**src/rtl/pmon_i2c_pkg.sv**
```systemverilog
package pmon_i2c_pkg;
    localparam int unsigned CODE_W = 12;
    localparam int unsigned HI_W   = 8;
    localparam int unsigned LO_W   = CODE_W - HI_W;
    localparam int unsigned RBUF_W = 24;
    localparam logic [2:0]  ADDR_PREFIX = 3'b011;

    typedef enum logic [2:0] {
        S_IDLE, S_ADDR, S_ACK_W, S_ACK_R, S_WDATA, S_WACK, S_RDATA, S_RACK
    } bus_st_e;

    typedef struct packed {
        bus_st_e            st;
        logic [3:0]         bits;
        logic [7:0]         sh;
        logic [RBUF_W-1:0]  rbuf;
        logic               pull;
        logic [1:0]         bidx;
        logic               ext_pend;
        logic [1:0]         esel;
        logic               nack;
        logic               cmd_we;
        logic               ext_we;
        logic [7:0]         wdata;
    } fsm_t;
endpackage

```
**src/rtl/pmon_i2c_filt.sv**
```systemverilog
module pmon_i2c_filt #(
    parameter int unsigned SYNC_STAGES = 2,
    parameter int unsigned DEPTH       = 3
) (
    input  logic clk,
    input  logic rst_n,
    input  logic raw,
    output logic level,
    output logic rise,
    output logic fall
);
    logic [SYNC_STAGES-1:0] sync_d, sync_q;
    logic [DEPTH-1:0]       win_d, win_q;
    logic                   lvl_d, lvl_q, prev_q;

    always_comb begin
        sync_d = {sync_q[SYNC_STAGES-2:0], raw};
        win_d  = {win_q[DEPTH-2:0], sync_q[SYNC_STAGES-1]};
        if (&win_q)       lvl_d = 1'b1;
        else if (~|win_q) lvl_d = 1'b0;
        else              lvl_d = lvl_q;
    end

    always_ff @(posedge clk or negedge rst_n) begin
        if (!rst_n) begin
            sync_q <= '1;
            win_q  <= '1;
            lvl_q  <= 1'b1;
            prev_q <= 1'b1;
        end else begin
            sync_q <= sync_d;
            win_q  <= win_d;
            lvl_q  <= lvl_d;
            prev_q <= lvl_q;
        end
    end

    assign level = lvl_q;
    assign rise  = lvl_q & ~prev_q;
    assign fall  = ~lvl_q & prev_q;
endmodule

```
**src/rtl/pmon_i2c_reply.sv**
```systemverilog
module pmon_i2c_reply
    import pmon_i2c_pkg::*;
(
    input  logic [1:0]        strap_hi,
    input  logic [1:0]        strap_lo,
    input  logic [6:0]        cmd,
    input  logic [CODE_W-1:0] volt,
    input  logic [CODE_W-1:0] curr,
    input  logic [7:0]        status,
    output logic [6:0]        own_addr,
    output logic [RBUF_W-1:0] reply
);
    logic v_on, i_on;
    logic unused_cmd;
    assign unused_cmd = ^cmd[5:4];

    always_comb begin
        own_addr = {ADDR_PREFIX, strap_hi, strap_lo};
        v_on = cmd[0] | cmd[1];
        i_on = cmd[2] | cmd[3];
        if (cmd[6])
            reply = {status, 16'h0000};
        else if (v_on && i_on)
            reply = {volt[CODE_W-1:LO_W], curr[CODE_W-1:LO_W], volt[LO_W-1:0], curr[LO_W-1:0]};
        else if (v_on)
            reply = {volt[CODE_W-1:LO_W], volt[LO_W-1:0], {(8-LO_W){1'b0}}, 8'h00};
        else if (i_on)
            reply = {curr[CODE_W-1:LO_W], curr[LO_W-1:0], {(8-LO_W){1'b0}}, 8'h00};
        else
            reply = '0;
    end
endmodule

```
**src/rtl/pmon_i2c_fsm.sv**
```systemverilog
module pmon_i2c_fsm
    import pmon_i2c_pkg::*;
(
    input  logic              clk,
    input  logic              rst_n,
    input  logic              scl_lvl,
    input  logic              scl_rise,
    input  logic              scl_fall,
    input  logic              sda_lvl,
    input  logic              sda_rise,
    input  logic              sda_fall,
    input  logic [6:0]        own_addr,
    input  logic [RBUF_W-1:0] reply,
    input  logic              rd_pending,
    output logic              sda_pull,
    output logic              cmd_we,
    output logic [6:0]        cmd_wdata,
    output logic              ext_we,
    output logic [1:0]        ext_sel,
    output logic [7:0]        ext_wdata
);
    localparam fsm_t FSM_RESET = '0;
    fsm_t d, q;
    logic start_ev, stop_ev, match;

    always_comb begin
        d = q;
        d.cmd_we = 1'b0;
        d.ext_we = 1'b0;
        start_ev = sda_fall & scl_lvl;
        stop_ev  = sda_rise & scl_lvl;
        match    = (q.sh[7:1] == own_addr);
        if (start_ev) begin
            d.st = S_ADDR;  d.bits = '0;  d.pull = 1'b0;
            d.ext_pend = 1'b0;  d.bidx = '0;
        end else if (stop_ev) begin
            d.st = S_IDLE;  d.pull = 1'b0;  d.ext_pend = 1'b0;
        end else begin
            case (q.st)
                S_ADDR, S_WDATA: begin
                    if (scl_rise && q.bits < 4'd8) begin
                        d.sh   = {q.sh[6:0], sda_lvl};
                        d.bits = q.bits + 4'd1;
                    end else if (scl_fall && q.bits == 4'd8) begin
                        if (q.st == S_ADDR) begin
                            if (match && !(q.sh[0] && rd_pending)) begin
                                d.pull = 1'b1;
                                d.st   = q.sh[0] ? S_ACK_R : S_ACK_W;
                                d.bidx = '0;
                                d.ext_pend = 1'b0;
                                if (q.sh[0]) d.rbuf = reply;
                            end else begin
                                d.st = S_IDLE;
                            end
                        end else begin
                            if (q.bidx == 2'd0) begin
                                if (!q.sh[7]) begin
                                    d.cmd_we = 1'b1;
                                    d.wdata  = {1'b0, q.sh[6:0]};
                                end else begin
                                    d.ext_pend = 1'b1;
                                    d.esel     = q.sh[1:0];
                                end
                            end else if (q.bidx == 2'd1 && q.ext_pend) begin
                                d.ext_pend = 1'b0;
                                d.ext_we   = (q.esel != 2'b11);
                                d.wdata    = q.sh;
                            end
                            d.bidx = (q.bidx == 2'd3) ? 2'd3 : q.bidx + 2'd1;
                            d.pull = 1'b1;
                            d.st   = S_WACK;
                        end
                    end
                end
                S_ACK_W, S_WACK: begin
                    if (scl_fall) begin
                        d.pull = 1'b0;  d.st = S_WDATA;  d.bits = '0;
                    end
                end
                S_ACK_R: begin
                    if (scl_fall) begin
                        d.st = S_RDATA;  d.bits = '0;  d.pull = ~q.rbuf[RBUF_W-1];
                    end
                end
                S_RDATA: begin
                    if (scl_rise && q.bits < 4'd8) begin
                        d.bits = q.bits + 4'd1;
                    end else if (scl_fall) begin
                        d.rbuf = {q.rbuf[RBUF_W-2:0], 1'b0};
                        if (q.bits == 4'd8) begin
                            d.pull = 1'b0;  d.st = S_RACK;
                        end else begin
                            d.pull = ~q.rbuf[RBUF_W-2];
                        end
                    end
                end
                S_RACK: begin
                    if (scl_rise) begin
                        d.nack = sda_lvl;
                    end else if (scl_fall) begin
                        if (q.nack) begin
                            d.st = S_IDLE;  d.pull = 1'b0;
                        end else begin
                            d.st = S_RDATA;  d.bits = '0;  d.pull = ~q.rbuf[RBUF_W-1];
                        end
                    end
                end
                default: ;
            endcase
        end
    end

    always_ff @(posedge clk or negedge rst_n) begin
        if (!rst_n) q <= FSM_RESET;
        else        q <= d;
    end

    assign sda_pull  = q.pull;
    assign cmd_we    = q.cmd_we;
    assign cmd_wdata = q.wdata[6:0];
    assign ext_we    = q.ext_we;
    assign ext_sel   = q.esel;
    assign ext_wdata = q.wdata;

    p_cmd_after_fall_r2: assert property (@(posedge clk) disable iff (!rst_n)
        cmd_we |-> $past(scl_fall));
    p_ext_after_fall_r3: assert property (@(posedge clk) disable iff (!rst_n)
        ext_we |-> $past(scl_fall));
    p_pull_scl_low_r8: assert property (@(posedge clk) disable iff (!rst_n)
        $rose(q.pull) |-> !scl_lvl);
    p_nack_release_r8: assert property (@(posedge clk) disable iff (!rst_n)
        (q.st == S_RACK && scl_fall && q.nack && !sda_rise && !sda_fall) |=> (!q.pull && q.st == S_IDLE));
    p_read_refused_r9: assert property (@(posedge clk) disable iff (!rst_n)
        (q.st == S_ADDR && scl_fall && q.bits == 4'd8 && q.sh[0] && rd_pending && !sda_rise && !sda_fall)
        |=> !q.pull);
    p_start_release_r10: assert property (@(posedge clk) disable iff (!rst_n)
        (sda_fall && scl_lvl) |=> !q.pull);
    p_stop_release_r10: assert property (@(posedge clk) disable iff (!rst_n)
        (sda_rise && scl_lvl) |=> (!q.pull && q.st == S_IDLE));
endmodule

```
**src/rtl/pmon_i2c_slave.sv**
```systemverilog
module pmon_i2c_slave
    import pmon_i2c_pkg::*;
#(
    parameter int unsigned SYNC_STAGES = 2,
    parameter int unsigned FILT_DEPTH  = 3
) (
    input  logic              clk,
    input  logic              rst_n,
    input  logic              scl_in,
    input  logic              sda_in,
    output logic              sda_pull,
    input  logic [1:0]        strap_hi,
    input  logic [1:0]        strap_lo,
    input  logic [6:0]        cmd_cur,
    input  logic              rd_pending,
    input  logic [CODE_W-1:0] volt_code,
    input  logic [CODE_W-1:0] curr_code,
    input  logic [7:0]        status_byte,
    output logic              cmd_we,
    output logic [6:0]        cmd_wdata,
    output logic              ext_we,
    output logic [1:0]        ext_sel,
    output logic [7:0]        ext_wdata
);
    localparam int unsigned N_LINES = 2;

    logic [N_LINES-1:0] raw, lvl, rise, fall;
    logic [6:0]         own_addr;
    logic [RBUF_W-1:0]  reply;

    assign raw = {sda_in, scl_in};

    for (genvar g = 0; g < N_LINES; g++) begin : g_line
        pmon_i2c_filt #(
            .SYNC_STAGES(SYNC_STAGES),
            .DEPTH      (FILT_DEPTH)
        ) u_filt (
            .clk  (clk),
            .rst_n(rst_n),
            .raw  (raw[g]),
            .level(lvl[g]),
            .rise (rise[g]),
            .fall (fall[g])
        );
    end

    pmon_i2c_reply u_reply (
        .strap_hi(strap_hi),
        .strap_lo(strap_lo),
        .cmd     (cmd_cur),
        .volt    (volt_code),
        .curr    (curr_code),
        .status  (status_byte),
        .own_addr(own_addr),
        .reply   (reply)
    );

    pmon_i2c_fsm u_fsm (
        .clk       (clk),
        .rst_n     (rst_n),
        .scl_lvl   (lvl[0]),
        .scl_rise  (rise[0]),
        .scl_fall  (fall[0]),
        .sda_lvl   (lvl[1]),
        .sda_rise  (rise[1]),
        .sda_fall  (fall[1]),
        .own_addr  (own_addr),
        .reply     (reply),
        .rd_pending(rd_pending),
        .sda_pull  (sda_pull),
        .cmd_we    (cmd_we),
        .cmd_wdata (cmd_wdata),
        .ext_we    (ext_we),
        .ext_sel   (ext_sel),
        .ext_wdata (ext_wdata)
    );
endmodule

```
**config.mk**
```make
export PLATFORM = sky130hd
export DESIGN_NAME = pmon_i2c_slave
export DESIGN_NICKNAME = d
export VERILOG_FILES = /design/src/rtl/pmon_i2c_pkg.sv /design/src/rtl/pmon_i2c_filt.sv /design/src/rtl/pmon_i2c_reply.sv /design/src/rtl/pmon_i2c_fsm.sv /design/src/rtl/pmon_i2c_slave.sv
export SDC_FILE = /design/constraint.sdc
export NUM_CORES = 1
export LEC_CHECK = 0
export ABC_CLOCK_PERIOD_IN_PS = 3300
export CAP_MARGIN = 25
export CORE_ASPECT_RATIO = 1.4
export CORE_UTILIZATION = 51
export DETAILED_ROUTE_END_ITERATION = 10
export PLACE_DENSITY = 0.78
export SYNTH_ARGS = -nofsm -noshare
export SYNTH_HDL_FRONTEND = slang
export SYNTH_SLANG_ARGS = --single-unit
```
**constraint.sdc**
```tcl
create_clock -name clk -period 3.3 [get_ports clk]
set_clock_uncertainty 0.2 [all_clocks]
set_input_delay 0.33 -clock clk [delete_from_list [all_inputs] [get_ports clk]]
set_output_delay 0.33 -clock clk [all_outputs]
set_load 0.01 [all_outputs]
```
Yosys cells after proc, flatten, opt, wreduce, memory -nomap -nowiden:

Cells that the tools add are included.

* output and inout port bits: 20
* register bits: 70
* input bits: 48

* reductions and logical operators: 33
* muxes and demuxes: 68
* order comparisons: 1
* add/sub/neg operators: 2
* eq/ne operators: 45
* bitwise logic cells: 18

Operators by type and width (count)
* $mux W24: 6
* $mux W10: 6
* $mux W30: 2
* $mux W25: 2
* $pmux W24 S2: 1
* $mux W36: 1
* $mux W7: 5
* $pmux W7 S5: 1
* $mux W3: 10
* $reduce_and A10 Y1: 3
* $mux W28: 1
* $mux W8: 3
* $ne A4 B1 Y1 const B: 6
* $mux W1: 18
* $ne A2 B1 Y1 const B: 9
* $ne A3 B1 Y1 const B: 6
* $mux W4: 4
* $reduce_and A8 Y1: 2
* $eq A3 B3 Y1 const B: 4
* $mux W12: 1
* $ne A4 B2 Y1 const B: 3
* $not A1 Y1: 10
* $mux W9: 1
* $reduce_and A9 Y1: 1
* other kinds (34): 61

Depth between registers and ports, before layout:

* depth after elaboration: 13
* mapped depth: 10
* gate-level depth less buffers: 7

Cells and area by module:

Synthesis repeated with hierarchy kept, for this count alone.

* cells, all modules: 426
* area, all modules: 3961.3 µm²

By module, submodules not included
* pmon_i2c_fsm: area each 3022.9 µm², cells an instance 319, times used 1, seq. area each 1401.3 µm²
* pmon_i2c_reply: area each 508.0 µm², cells an instance 81, times used 1, seq. area each 0.0 µm²
* pmon_i2c_filt: area each 215.2 µm², cells an instance 13, times used 2, seq. area each 183.9 µm²

Worst setup path before layout:

No wires, ideal clock.

* path kind: reg2reg
* start: register u_fsm.q[49] (netlist name)
* end: register u_fsm.q[22] (netlist name)
* setup slack: 1.036 ns
* data arrival time: 1.939 ns
* cell stages (with the launch flop): 11
* path through: dfrtp_1 > inv_1 > ha_1 > and3b_1 > buf_4 > and2_4 > o22ai_2 > nor4bb_1 > buf_4 > buf_12 > mux2_4

* word-level cells in the longest chain between the ends: 4

Ends and longest elaborated chain
* start: declaration: RTL line pmon_i2c_fsm.sv:23 `fsm_t d, q;`
* start signal: assignment: RTL line pmon_i2c_fsm.sv:114 `if (!rst_n) q <= FSM_RESET;`
* start signal: assignment: RTL line pmon_i2c_fsm.sv:115 `else q <= d;`
* $lt A4 B4 Y1 or $eq A4 B4 Y1 (tied branches): RTL line pmon_i2c_fsm.sv:41, pmon_i2c_fsm.sv:86, pmon_i2c_fsm.sv:44
* $logic_and A1 B1 Y1 (on tied branches): RTL line pmon_i2c_fsm.sv:41, pmon_i2c_fsm.sv:86, pmon_i2c_fsm.sv:44
* $ne A2 B2 Y1 (no source line) or $ne A2 B1 Y1 (tied branches)
* $reduce_and A10 Y1 (no source line) (*)

Mark *: on every way between the ends. The rest lies on a longest branch, timed or not.
A chain may end at the register's enable or synchronous reset.

Worst setup path in the final report:

* start: register u_fsm.q[49] (netlist name)
* end: register u_fsm.q[21] (netlist name)

Same word-level chain as after synthesis.

==> results.md <==
- Setup Buffers After CTS: 0
- Worst path arrival time: ~2700 ps
- Avg Synthesized Cell Area: roughly 11 um^2
- R2r worst-path depth: 8
- Post-synthesis mux area share: 0.158
- Cells after synthesis: about 340
- Row cnt: 37
- DR iter-0 viols: between 100 and 150
- XOR/XNOR Fraction of Synth Area: 0.0115
- Fin crit period: between 2000 and 3000 ps
- RSZ-0062 raised after global routing: false
- Antenna viol nets, final: 0
- Slew of the pin with the lowest slew margin: approximately 640 ps
- CTS tree: yes
- Final core occ: 0.638
- RD Place Congestion: around 0.87
- Vias after detailed routing: about 2800
- Cells on Worst Hold Path: 0
- Leak pwr: about 2.0 nW
- Setup crit end kind: flop
- Core ar.: 7310 um^2
- Max-Cap Viols: 0
- Ant. Diodes: 0
- Detailed Route WL: ~7.9 mm
- EDFF count, synth: 0
- Ys Warns: 0
- #FFs+latches synth: 70
- Placed cells: 476
- Die area: between 7000 and 8000 um^2
- Min-delay worst type: flop to flop
- Vias in the first global route: 2949
- Final-report hold violation count: 0
- Startpoint Class: flop
- Critical path required time: approximately 3300 ps
- CTS Buf Count: 9
- Vias per cell: ~5.8
- Status: finished, final reports clean
- Initial antenna violation count: 0
- Sequential fraction of the synthesis area: 0.463
- Peak VDD IR: approximately 330 uV
- GRT overflow: 0
- Post-Syn Nets: between 300 and 400
- Pre-CTS setup slack: roughly 540 ps
- Share of post-route cells with drive strength above 1: 0.230
- Nets: roughly 440
- Post-synth cell types: 67
- Die Y: between 100 and 150 um
- Initial Util: 0.522
- Fmax: between 0.3 and 0.4 GHz
- First-pass GRT wire length: approximately 14 mm
- Dpl hpwl: 5.79 mm
- H-tree Lvls: 3
- Slew HR: 0.572
- Setup_tns: 0 ps
- Clk_lat worst skew: approximately 350 ps
- Post-Synth Simple-Gate Area: 0.116
- Main combinational cell family by area after synthesis: compound AO/OA/AOI/OAI gates
- Count of pins over their slew limit: 0
- Mapped Area: ~3800 um^2
- Commonest non-fill, non-tap cells in the layout: clkdlybuf4s50_1, dfrtp_1, o21ai_0
- Fin crit share: 0.799
- All-Layer GR Usage: 0.227
- Adder-cell share of the synthesized area: 0.00917
- Setup violators final: 0
- Port bufs: 65
- Max FO, Critical Path: 24
- Area Overhead vs Synth: 22.2%
- Io pins: around 70
- Setup WS post-layout: between 600 and 700 ps
- Compound-cell area share of the yosys netlist: 0.166
- Reg clk slew, reported paths: roughly 80 ps
- Post-route insts no fill: between 400 and 500
- WS Path Type: flop to flop
- Pin count of the biggest net entering global routing: 27
- Drt first pass iters: 4
- WL/cell: 16.0 um
- Die X: between 70 and 80 um
- Predominant post-synthesis flop cell: dfrtp_1
- CTS root buffer: clkbuf_8
- CTS Buffer Depth: 2
- Most common cell after layout, fill and taps aside: clkdlybuf4s50_1
- Pwr dens: slightly below 500 nW/um^2
- Post-synthesis async set-or-reset flop share: 1.00
- Residual DRC: 0
- Clock sink total: 70
[sequential cells by signal (all words and copies together), names as in the netlist]
signal,cells
u_fsm.ext_sel,2
u_fsm.cmd_we,1
g_line.u_filt.win_q,6
g_line.u_filt.sync_q,4
u_fsm.ext_we,1
g_line.u_filt.prev_q,2
u_fsm.sda_pull,1
g_line.u_filt.level,2
u_fsm.q,43
u_fsm.ext_wdata,8
[routing by layer]
layer / global-route usage / routed length (um) / vias up
li1: - / - / 1329
met2: 0.391 / 4340 / 71
met4: 0.0833 / 129 / 0
met1: 0.269 / 3200 / 1438
met3: 0.0514 / 228 / 10
met5: 0 / 0 / -
[power by group]
| group | internal, mW | switching (mW) |
|---|---|---|
| Clock | 0.431 | 0.339 |
| Combinational | 0.224 | 0.209 |
| Sequential | 0.937 | 0.101 |
| Total | 1.59 | 0.649 |
[worst max-delay path, stage by stage, from the launching register on]
cell and delay [ps]:
dfrtp_1 410, inv_1 110, ha_1 180, and3b_1 390
and2_4 250, o22ai_2 80, nor4bb_4 320, buf_12 240
mux2_2 360
[per-stage QoR]
| stage | power [mW] | area [um^2] | hold WS, ps |
|---|---|---|---|
| 6_report | 2.24 | 4670 | 159 |
| 5_1_grt | 2.35 | 4670 | 153 |
| 4_1_cts | 2.25 | 4670 | 160 |
| 3_5_place_dp | 1.48 | 4440 | 147 |
| 3_3_place_gp | 1.46 | 4410 | 145 |
| 2_1_floorplan | 1.32 | 3820 | -166 |
[synth_stat cells, types with 3 or more instances]
| cell | count | area share |
|---|---|---|
| nor2_1 | 10 | 0.0098 |
| nor2b_1 | 4 | 0.0065 |
| inv_1 | 11 | 0.011 |
| o31ai_1 | 6 | 0.012 |
| dfrtp_1 | 56 | 0.37 |
| o21ai_0 | 30 | 0.039 |
| or3_1 | 3 | 0.0049 |
| nand2b_1 | 4 | 0.0065 |
| a21boi_0 | 4 | 0.0079 |
| nor4_1 | 3 | 0.0049 |
| nand3_1 | 5 | 0.0065 |
| buf_4 | 21 | 0.041 |
| xnor2_1 | 4 | 0.0092 |
| mux2i_1 | 8 | 0.021 |
| nand2_1 | 21 | 0.021 |
| mux2_2 | 21 | 0.062 |
| mux2_4 | 19 | 0.075 |
| dfstp_2 | 14 | 0.096 |
| nor3b_1 | 3 | 0.0059 |
| a22o_1 | 15 | 0.034 |
| a221oi_1 | 4 | 0.0092 |
| nor2_2 | 3 | 0.0049 |
| o2bb2ai_1 | 7 | 0.016 |
| clkbuf_1 | 6 | 0.0059 |
| a21oi_1 | 8 | 0.010 |
| nand3b_1 | 3 | 0.0059 |
[cells by family (layout without fill, tap and decap cells)]
family	after synthesis	after routing
muxes	48	48
adders and majority gates	3	3
buffers and inverters	46	101
and+or+nand+nor	78	78
xor gates and xnor gates	5	5
AOI/OAI and AO/OA	91	91
DFF	70	70
[area by class of cell]
| cell class | count | area [um^2] |
|---|---|---|
| Clock buffer | 10 | 128 |
| Clock inverter | 6 | 93.8 |
| Fill cell | 603 | 2650 |
| Inverter | 12 | 45.0 |
| Multi-Input combinational cell | 225 | 1770 |
| Sequential cell | 70 | 1770 |
| Tap cell | 97 | 121 |
| Timing Repair Buffer | 73 | 741 |
[path summary, 6_finish.rpt]
path                                            start                        end  slack (ps)
hold reg to reg            g_line[1].u_filt.sync_q[1]  g_line[1].u_filt.win_q[0]         160
hold / removal             g_line[1].u_filt.sync_q[1]  g_line[1].u_filt.win_q[0]         160
setup reg to reg                          u_fsm.q[49]                u_fsm.q[21]         660
setup / recovery                          u_fsm.q[49]                u_fsm.q[21]         660
max in group asynchronous                       rst_n  g_line[0].u_filt.win_q[0]        1740
min in group asynchronous                       rst_n         u_fsm.ext_wdata[5]         330
[what timing repair did]
item / in CTS / in global routing
gates resized for setup: 0 / 0
hold endpoints to repair: 24 / 0
hold buffers: 1 / 0
No activity file was read; power rests on OpenSTA's default activity.
